## src/rtl/priv_insn_gate_pkg.sv

```systemverilog
package priv_insn_gate_pkg;

   typedef enum logic [1:0] {
      PRV_USER  = 2'd0,
      PRV_SUPER = 2'd1,
      PRV_RSVD  = 2'd2,
      PRV_MACH  = 2'd3
   } priv_e;

   typedef enum logic [1:0] {
      OP_WFI    = 2'd0,
      OP_SFENCE = 2'd1,
      OP_HFV    = 2'd2,
      OP_HFG    = 2'd3
   } op_e;

   typedef enum logic [1:0] {
      VD_ALLOW   = 2'd0,
      VD_ILLEGAL = 2'd1,
      VD_VFAULT  = 2'd2
   } verdict_e;

   localparam int FK_SUPER  = 0;
   localparam int FK_GUEST  = 1;
   localparam int FK_GSTAGE = 2;
   localparam int NUM_FENCE_KINDS = 3;

endpackage

```

## src/rtl/pig_wfi_rule.sv

```systemverilog
module pig_wfi_rule
   import priv_insn_gate_pkg::*;
(
   input  priv_e    priv,
   input  logic     virt,
   input  logic     tw,
   input  logic     vtw,
   input  logic     has_s,
   output verdict_e verdict
);

   logic is_u;
   logic is_s;
   logic hit_illegal;
   logic hit_virtual;

   always_comb begin
      is_u        = (priv == PRV_USER);
      is_s        = (priv == PRV_SUPER);
      hit_illegal = ((is_s || (!has_s && is_u)) && tw) || (has_s && is_u && !virt);
      hit_virtual = virt && (is_u || (is_s && vtw));
      if (hit_illegal)      verdict = VD_ILLEGAL;
      else if (hit_virtual) verdict = VD_VFAULT;
      else                  verdict = VD_ALLOW;
   end

endmodule

```

## src/rtl/pig_fence_rule.sv

```systemverilog
module pig_fence_rule
   import priv_insn_gate_pkg::*;
#(
   parameter int KIND = FK_SUPER
) (
   input  priv_e    priv,
   input  logic     virt,
   input  logic     tvm,
   input  logic     vtvm,
   input  logic     has_h,
   output verdict_e verdict
);

   if (KIND < 0 || KIND >= NUM_FENCE_KINDS) begin : g_bad_kind
      $error("pig_fence_rule: KIND out of range");
   end

   logic is_u;
   logic is_s;
   logic is_m;
   assign is_u = (priv == PRV_USER);
   assign is_s = (priv == PRV_SUPER);
   assign is_m = (priv == PRV_MACH);

   if (KIND == FK_SUPER) begin : g_super
      logic unused_sup;
      assign unused_sup = is_m;
      always_comb begin
         if (is_u || (is_s && tvm))       verdict = VD_ILLEGAL;
         else if (has_h && virt && vtvm)  verdict = VD_VFAULT;
         else                             verdict = VD_ALLOW;
      end
   end else begin : g_hyp
      logic gstage_block;
      logic unused_hyp;
      assign unused_hyp   = ^{vtvm, has_h, is_u};
      assign gstage_block = (KIND == FK_GSTAGE) && is_s && !virt && tvm;
      always_comb begin
         if (gstage_block)                verdict = VD_ILLEGAL;
         else if (is_s && virt)           verdict = VD_VFAULT;
         else if (is_m || (is_s && !virt)) verdict = VD_ALLOW;
         else                             verdict = VD_ILLEGAL;
      end
   end

endmodule

```

## src/rtl/pig_outcome.sv

```systemverilog
module pig_outcome
   import priv_insn_gate_pkg::*;
#(
   parameter int CAUSE_W    = 5,
   parameter int ILL_CAUSE  = 2,
   parameter int VIRT_CAUSE = 22
) (
   input  logic               clk,
   input  logic               rst_n,
   input  logic               valid,
   input  op_e                op,
   input  logic               priv_rsvd,
   input  verdict_e           vd_wfi,
   input  verdict_e           vd_sfence,
   input  verdict_e           vd_hfv,
   input  verdict_e           vd_hfg,
   output logic               grant,
   output logic               raise_ill,
   output logic               raise_virt,
   output logic [CAUSE_W-1:0] cause,
   output logic               halt_req,
   output logic               tlb_flush
);

   localparam int CAUSE_LIMIT = 1 << CAUSE_W;

   if (CAUSE_W < 1 || CAUSE_W > 16) begin : g_bad_width
      $error("pig_outcome: CAUSE_W must be 1..16");
   end
   if (ILL_CAUSE >= CAUSE_LIMIT || VIRT_CAUSE >= CAUSE_LIMIT) begin : g_bad_cause
      $error("pig_outcome: cause code does not fit CAUSE_W");
   end
   if (ILL_CAUSE == VIRT_CAUSE || ILL_CAUSE == 0 || VIRT_CAUSE == 0) begin : g_bad_codes
      $error("pig_outcome: cause codes must be distinct and nonzero");
   end

   verdict_e chosen;
   logic     is_wfi;

   always_comb begin
      unique case (op)
         OP_WFI:    chosen = vd_wfi;
         OP_SFENCE: chosen = vd_sfence;
         OP_HFV:    chosen = vd_hfv;
         default:   chosen = vd_hfg;
      endcase
      if (priv_rsvd) chosen = VD_ILLEGAL;
   end

   assign is_wfi     = (op == OP_WFI);
   assign grant      = valid && (chosen == VD_ALLOW);
   assign raise_ill  = valid && (chosen == VD_ILLEGAL);
   assign raise_virt = valid && (chosen == VD_VFAULT);

   always_comb begin
      if (raise_ill)       cause = CAUSE_W'(ILL_CAUSE);
      else if (raise_virt) cause = CAUSE_W'(VIRT_CAUSE);
      else                 cause = '0;
   end

   always_ff @(posedge clk or negedge rst_n) begin
      if (!rst_n) begin
         halt_req  <= 1'b0;
         tlb_flush <= 1'b0;
      end else begin
         halt_req  <= grant && is_wfi;
         tlb_flush <= grant && !is_wfi;
      end
   end

   p_one_outcome_r9: assert property (@(posedge clk) disable iff (!rst_n)
      valid |-> $countones({grant, raise_ill, raise_virt}) == 1);
   p_idle_quiet_r9: assert property (@(posedge clk) disable iff (!rst_n)
      !valid |-> (!grant && !raise_ill && !raise_virt && cause == '0));
   p_cause_ill_r9: assert property (@(posedge clk) disable iff (!rst_n)
      raise_ill |-> cause == CAUSE_W'(ILL_CAUSE));
   p_cause_virt_r9: assert property (@(posedge clk) disable iff (!rst_n)
      raise_virt |-> cause == CAUSE_W'(VIRT_CAUSE));
   p_halt_pulse_r4: assert property (@(posedge clk) disable iff (!rst_n)
      (grant && is_wfi) |=> halt_req);
   p_flush_pulse_r6: assert property (@(posedge clk) disable iff (!rst_n)
      (grant && !is_wfi) |=> tlb_flush);
   p_pulse_excl_r11: assert property (@(posedge clk) disable iff (!rst_n)
      !(halt_req && tlb_flush));
   p_pulse_quiet_r11: assert property (@(posedge clk) disable iff (!rst_n)
      !(valid && grant) |=> (!halt_req && !tlb_flush));

endmodule

```

## src/rtl/priv_insn_gate.sv

```systemverilog
module priv_insn_gate
   import priv_insn_gate_pkg::*;
#(
   parameter int CAUSE_W    = 5,
   parameter int ILL_CAUSE  = 2,
   parameter int VIRT_CAUSE = 22
) (
   input  logic               clk,
   input  logic               rst_n,
   input  logic               insn_valid,
   input  logic [1:0]         insn_op,
   input  logic [1:0]         cur_priv,
   input  logic               virt_on,
   input  logic               trap_wfi,
   input  logic               trap_vm,
   input  logic               guest_trap_wfi,
   input  logic               guest_trap_vm,
   input  logic               has_smode,
   input  logic               has_hyp,
   output logic               grant,
   output logic               raise_illegal,
   output logic               raise_virtual,
   output logic [CAUSE_W-1:0] trap_cause,
   output logic               halt_req,
   output logic               tlb_flush
);

   priv_e    priv;
   op_e      op;
   verdict_e vd_wfi;
   verdict_e vd_fence [NUM_FENCE_KINDS];

   assign priv = priv_e'(cur_priv);
   assign op   = op_e'(insn_op);

   pig_wfi_rule u_wfi (
      .priv    (priv),
      .virt    (virt_on),
      .tw      (trap_wfi),
      .vtw     (guest_trap_wfi),
      .has_s   (has_smode),
      .verdict (vd_wfi)
   );

   for (genvar k = 0; k < NUM_FENCE_KINDS; k++) begin : g_fence
      pig_fence_rule #(.KIND(k)) u_rule (
         .priv    (priv),
         .virt    (virt_on),
         .tvm     (trap_vm),
         .vtvm    (guest_trap_vm),
         .has_h   (has_hyp),
         .verdict (vd_fence[k])
      );
   end

   pig_outcome #(
      .CAUSE_W    (CAUSE_W),
      .ILL_CAUSE  (ILL_CAUSE),
      .VIRT_CAUSE (VIRT_CAUSE)
   ) u_outcome (
      .clk        (clk),
      .rst_n      (rst_n),
      .valid      (insn_valid),
      .op         (op),
      .priv_rsvd  (priv == PRV_RSVD),
      .vd_wfi     (vd_wfi),
      .vd_sfence  (vd_fence[FK_SUPER]),
      .vd_hfv     (vd_fence[FK_GUEST]),
      .vd_hfg     (vd_fence[FK_GSTAGE]),
      .grant      (grant),
      .raise_ill  (raise_illegal),
      .raise_virt (raise_virtual),
      .cause      (trap_cause),
      .halt_req   (halt_req),
      .tlb_flush  (tlb_flush)
   );

   p_wfi_tw_r1: assert property (@(posedge clk) disable iff (!rst_n)
      (insn_valid && insn_op == 2'd0 && trap_wfi && cur_priv == 2'd1) |-> raise_illegal);
   p_wfi_user_r2: assert property (@(posedge clk) disable iff (!rst_n)
      (insn_valid && insn_op == 2'd0 && cur_priv == 2'd0 && has_smode && !virt_on) |-> raise_illegal);
   p_wfi_guest_r3: assert property (@(posedge clk) disable iff (!rst_n)
      (insn_valid && insn_op == 2'd0 && cur_priv == 2'd0 && virt_on && !trap_wfi) |-> raise_virtual);
   p_sfence_user_r5: assert property (@(posedge clk) disable iff (!rst_n)
      (insn_valid && insn_op == 2'd1 && cur_priv == 2'd0) |-> raise_illegal);
   p_hfv_guest_r7: assert property (@(posedge clk) disable iff (!rst_n)
      (insn_valid && insn_op == 2'd2 && cur_priv == 2'd1 && virt_on) |-> raise_virtual);
   p_hfg_tvm_r8: assert property (@(posedge clk) disable iff (!rst_n)
      (insn_valid && insn_op == 2'd3 && cur_priv == 2'd1 && !virt_on && trap_vm) |-> raise_illegal);
   p_rsvd_priv_r10: assert property (@(posedge clk) disable iff (!rst_n)
      (insn_valid && cur_priv == 2'd2) |-> raise_illegal);

endmodule

```

## config.mk

```make
export PLATFORM = sky130hd
export DESIGN_NAME = priv_insn_gate
export DESIGN_NICKNAME = d
export VERILOG_FILES = /design/src/rtl/priv_insn_gate_pkg.sv /design/src/rtl/pig_wfi_rule.sv /design/src/rtl/pig_fence_rule.sv /design/src/rtl/pig_outcome.sv /design/src/rtl/priv_insn_gate.sv
export SDC_FILE = /design/constraint.sdc
export NUM_CORES = 1
export LEC_CHECK = 0
export CAP_MARGIN = 20
export CORE_AREA = 2 2 39 41
export DETAILED_ROUTE_END_ITERATION = 7
export DIE_AREA = 0 0 41 43
export PLACE_DENSITY_LB_ADDON = 0.05
export SYNTH_ARGS = -nofsm -noshare
export SYNTH_HDL_FRONTEND = slang
export SYNTH_SLANG_ARGS = --single-unit
```

## constraint.sdc

```tcl
create_clock -name clk -period 2.34 [get_ports clk]
set_clock_uncertainty 0.1 [all_clocks]
set_input_delay 0.585 -clock clk [delete_from_list [all_inputs] [get_ports clk]]
set_output_delay 0.585 -clock clk [all_outputs]
set_load 0.02 [all_outputs]
```

Word level (Yosys, flattened, before mapping)
Cells that the tools add are included.

operators by class
  muxes and demuxes = 11
  equal/unequal tests = 7
  reduce and logical (&&, ||, !) cells = 28

operators by type and width
  cell                number
  $logic_and 1x1->1   17
  $mux 2              7
  $mux 5              2
  $eq 2x2->1 const B  4
  $eq 2x1->1 const B  3
  $logic_not 2->1     3
  $pmux 2 s3          1
  $logic_or 1x1->1    5
  $logic_not 1->1     3
  $mux 1              1

storage, ports and cells
  word-level logic and storage cells = 48
  bits in registers = 2
  input bits = 14
  output and inout port bits = 10

Depth between registers and ports, before layout
  depth in word-level cells = 12
  depth in mapped cells = 5
  depth with buffers taken out = 4

Cells and area by module
Synthesis repeated with hierarchy kept, for this count alone.

unflattened totals
  cell total of the unflattened synthesis = 44
  area, all modules = 364.1 µm²

modules (own cells, without submodules)
  module                              instances  cells each  area an instance (µm²)
  pig_outcome                         1          26          234.0
  pig_wfi_rule                        1          8           51.3
  pig_fence_rule (g_fence[0].u_rule)  1          3           28.8
  pig_fence_rule (g_fence[2].u_rule)  1          4           23.8
  priv_insn_gate                      1          1           13.8
  pig_fence_rule (g_fence[1].u_rule)  1          2           12.5

Worst setup path before layout
Ideal clock, no wire load.

  path kind = input to output
  start = in insn_op[1]
  end = out trap_cause[4]
  arrival = 1.927 ns
  stages = 5
  path slack = -0.272 ns
  required time = 1.655 ns
  path buffers = 1
  cells stage by stage = nand4b_1 o31ai_2 a31oi_1 nor3b_1 buf_4

on the way
  word-level cells in the longest chain between the ends = 7
  elaborated cells between the ends (all ways) = 11
  those cells by class = 4 x eq/ne; 4 x mux; 3 x reduce/logical

RTL lines
  what                                RTL line              text
  from (decl)                         priv_insn_gate.sv:11  input logic [1:0] insn_op,
  $eq 2x2->1 (tied with other cells)  pig_outcome.sv:41     unique case (op)
  $pmux 2 s3 (*)                      pig_outcome.sv:41
  $mux 2 (*)                          pig_outcome.sv:47     if (priv_rsvd) chosen = VD_ILLEGAL;
  $eq 2x2->1                          pig_outcome.sv:53     assign raise_virt = valid && (chosen == VD_VFAULT);
  $logic_and 1x1->1                   pig_outcome.sv:53
  $mux 5                              pig_outcome.sv:57     else if (raise_virt) cause = CAUSE_W'(VIRT_CAUSE);
  $mux 5 (*)                          pig_outcome.sv:56     if (raise_ill) cause = CAUSE_W'(ILL_CAUSE);
  to (decl)                           priv_insn_gate.sv:23  output logic [CAUSE_W-1:0] trap_cause,

Every way passes the cells marked *; elsewhere a longest branch is shown, timed or not.

Worst setup path in the final report
Ends and elaborated chain as after synthesis.

==> summary.txt <==
Global routing
  • M1 GR Usage: 0.121
  • Initial antenna violation count: 0
  • Gr ovfl total: 0
  • Number of global-route vias before repair: between 300 and 400
  • GR peak layer: met2
  • Met3 Use GR: 0.0314
  • Met2 usage: 0.222
  • Pin count of the biggest net entering global routing: 7
  • Total GRT Usage: 0.127
  • First-pass GRT wire length: approximately 1500 um

Timing
  • Period minus WS final: ~2400 ps
  • Final Hold Fails: 0
  • Final Cycle Share: 1.05
  • Fmax: 408 MHz
  • Post-route setup TNS: -350 ps
  • RSZ-0062 raised after global routing: yes
  • Setup ws final: -110 ps
  • Final Setup Violations: 5
  • Max Slew Vio Count: 0

Routing
  • Residual DRC count: 0
  • Routed Antenna Nets: 0
  • 1st-iter DRT viols: 5
  • DRT Pass-1 Iters: 4
  • Via count: roughly 370
  • Vias/cell: 4.51
  • Total Wirelength: slightly above 900 um
  • DR WL/cell: 11.3 um

CTS
  • Total clock sinks: 2
  • H-tree level count: 1
  • CTS root buf: clkbuf_4
  • Hold-fix buffers, CTS: 0
  • Worst-path clk slew: about 30 ps
  • TritonCTS clock tree: yes
  • Num CTS Buffers: 3
  • Worst-case clock buffer depth: 2

Floorplanning
  • Core area: between 1000 and 1500 um^2
  • Die area: between 1500 and 2000 um^2
  • Initial Utilization: 0.174
  • Io pins: 24
  • Die Y: ~43 um
  • Die X: a little over 40 um
  • Site Rows: 14

Setup path
  • CP Max Fanout: 4
  • Critical Path Sink Type: output port
  • CP arrival: 1760 ps
  • Required time worst endpoint: approximately 1700 ps
  • CP Class: in -> out
  • Crit start category: primary input

Layout
  • Post-layout util: 0.441
  • Layout cells sized above 1: 0.552
  • Area Overhead vs Synth: 154%
  • Layout net count: 83
  • Final instance area: ~600 um^2
  • Antenna Cells: 0

Logic synthesis
  • Yosys warnings: 0
  • Cell variety after synth: 21
  • Synth Area per Inst: ~7.7 um^2
  • Sequential fraction of the synthesis area: 0.208
  • Mapped Cells: 31
  • #FFs+latches synth: 2
  • Mapped cell area: 240 um^2

Status
  • Violated checks: setup timing
  • Status: finished with violations

Place
  • Post-DP HPWL: about 660 um
  • Final GP Congestion: slightly above 0.7
  • Number of port buffers: 21
  • Dpl cell area: roughly 540 um^2
  • Pre-CTS setup slack: -858 ps

Run
  • Max cap viols: 0

Min path
  • Tightest Hold Check Type: in -> async

Pwr
  • Overall Power: between 200 and 250 uW
  • Max IR drop VDD: between 0.0001 and 0.00015 V
  • Cell area power density: roughly 340 nW/um^2
  • Lkg Pwr: ~0.00030 uW
==> cell type report <==
cell class	instances	area (um^2)
flip-flops and latches	2	50.0
multi-input cells	25	213
inverters	2	7.51
repair buffers	35	298
well taps	16	20.0
fillers	143	773
clock buffers	3	22.5
==> cells in the mapped netlist <==
master | number | area, um^2
dfrtp_1 | 2 | 50.1
a31oi_1 | 1 | 6.26
o31ai_2 | 1 | 12.5
nand3_1 | 1 | 5.00
nand3b_1 | 1 | 7.51
o21ai_0 | 1 | 5.00
nor3b_1 | 2 | 15.0
a21oi_1 | 1 | 5.00
nor2_1 | 2 | 7.51
buf_4 | 3 | 22.5
and4_1 | 1 | 8.76
nand2_1 | 3 | 11.3
nor4b_1 | 1 | 8.76
inv_1 | 2 | 7.51
nor3_2 | 1 | 10.0
nand4b_1 | 2 | 17.5
a32o_2 | 1 | 11.3
conb_1 | 1 | 3.75
and3_1 | 1 | 6.26
nor2b_1 | 2 | 12.5
o22ai_1 | 1 | 6.26
==> layout by cell type, fill, tap and decap left out, drive strengths merged <==
cell and count:
a21oi 1, a31oi 1, a32o 1, and3 1
and4 1, buf 25, clkbuf 4, clkdlybuf4s15 2
clkdlybuf4s50 4, conb 2, dfrtp 2, dlygate4sd2 3
inv 2, nand2 3, nand3 1, nand3b 1
nand4b 2, nor2 2, nor2b 2, nor3 1
nor3b 2, nor4b 1, o21ai 1, o22ai 1
o31ai 1
==> worst max-delay path by stage <==
stage	startpoint	to
after global routing	insn_op[1]	trap_cause[4]
after CTS	insn_op[1]	trap_cause[4]
final	insn_op[1]	trap_cause[4]
after floorplan	insn_op[1]	raise_virtual
after global placement	insn_op[1]	trap_cause[2]
after detailed placement	insn_op[1]	trap_cause[2]
==> cell families after synthesis <==
family | after synthesis | synth area share
AOI/OAI and AO/OA | 6 | 0.193
DFF | 2 | 0.208
buffers and inverters | 5 | 0.125
other | 1 | 0.0156
and+or+nand+nor | 17 | 0.458
==> sequential cells by signal, summed over array words and instances (netlist names) <==
register,cells
u_outcome.halt_req,1
u_outcome.tlb_flush,1
==> critical path, stage by stage <==
cell and delay (ps):
buf_8 100, nand4b_1 230, o31ai_4 240, a31oi_2 60
buf_4 160, nor3b_4 230, buf_6 150
==> what timing repair did <==
action / in CTS / in global routing
endpoints found under the setup margin: 6 / 6
cloned: 0 / 0
pin swaps: 8 / 3
setup buffers: 3 / 1
resized for setup: 65 / 7
==> routing by layer <==
layer	up-vias	routed length, um	share of wire
met5	-	0	0
li1	183	-	-
met2	12	540	0.58
met1	179	339	0.36
met3	0	54	0.058
met4	0	0	0
==> stage by stage <==
stage / cells / hold slack, ps
5_1_grt: 83 / 423
4_1_cts: 82 / 415
2_1_floorplan: 32 / 189
3_3_place_gp: 76 / 651
3_5_place_dp: 76 / 659
6_report: 83 / 420
==> power by group <==
group,leakage (uW),switching [uW],internal (uW)
registers,0.0000271,0.331,36.3
clock network,0.0000138,21.3,56.7
logic,0.000258,41.5,51.3
total,0.000298,63.1,144
Power figures use the tool's default switching activity.
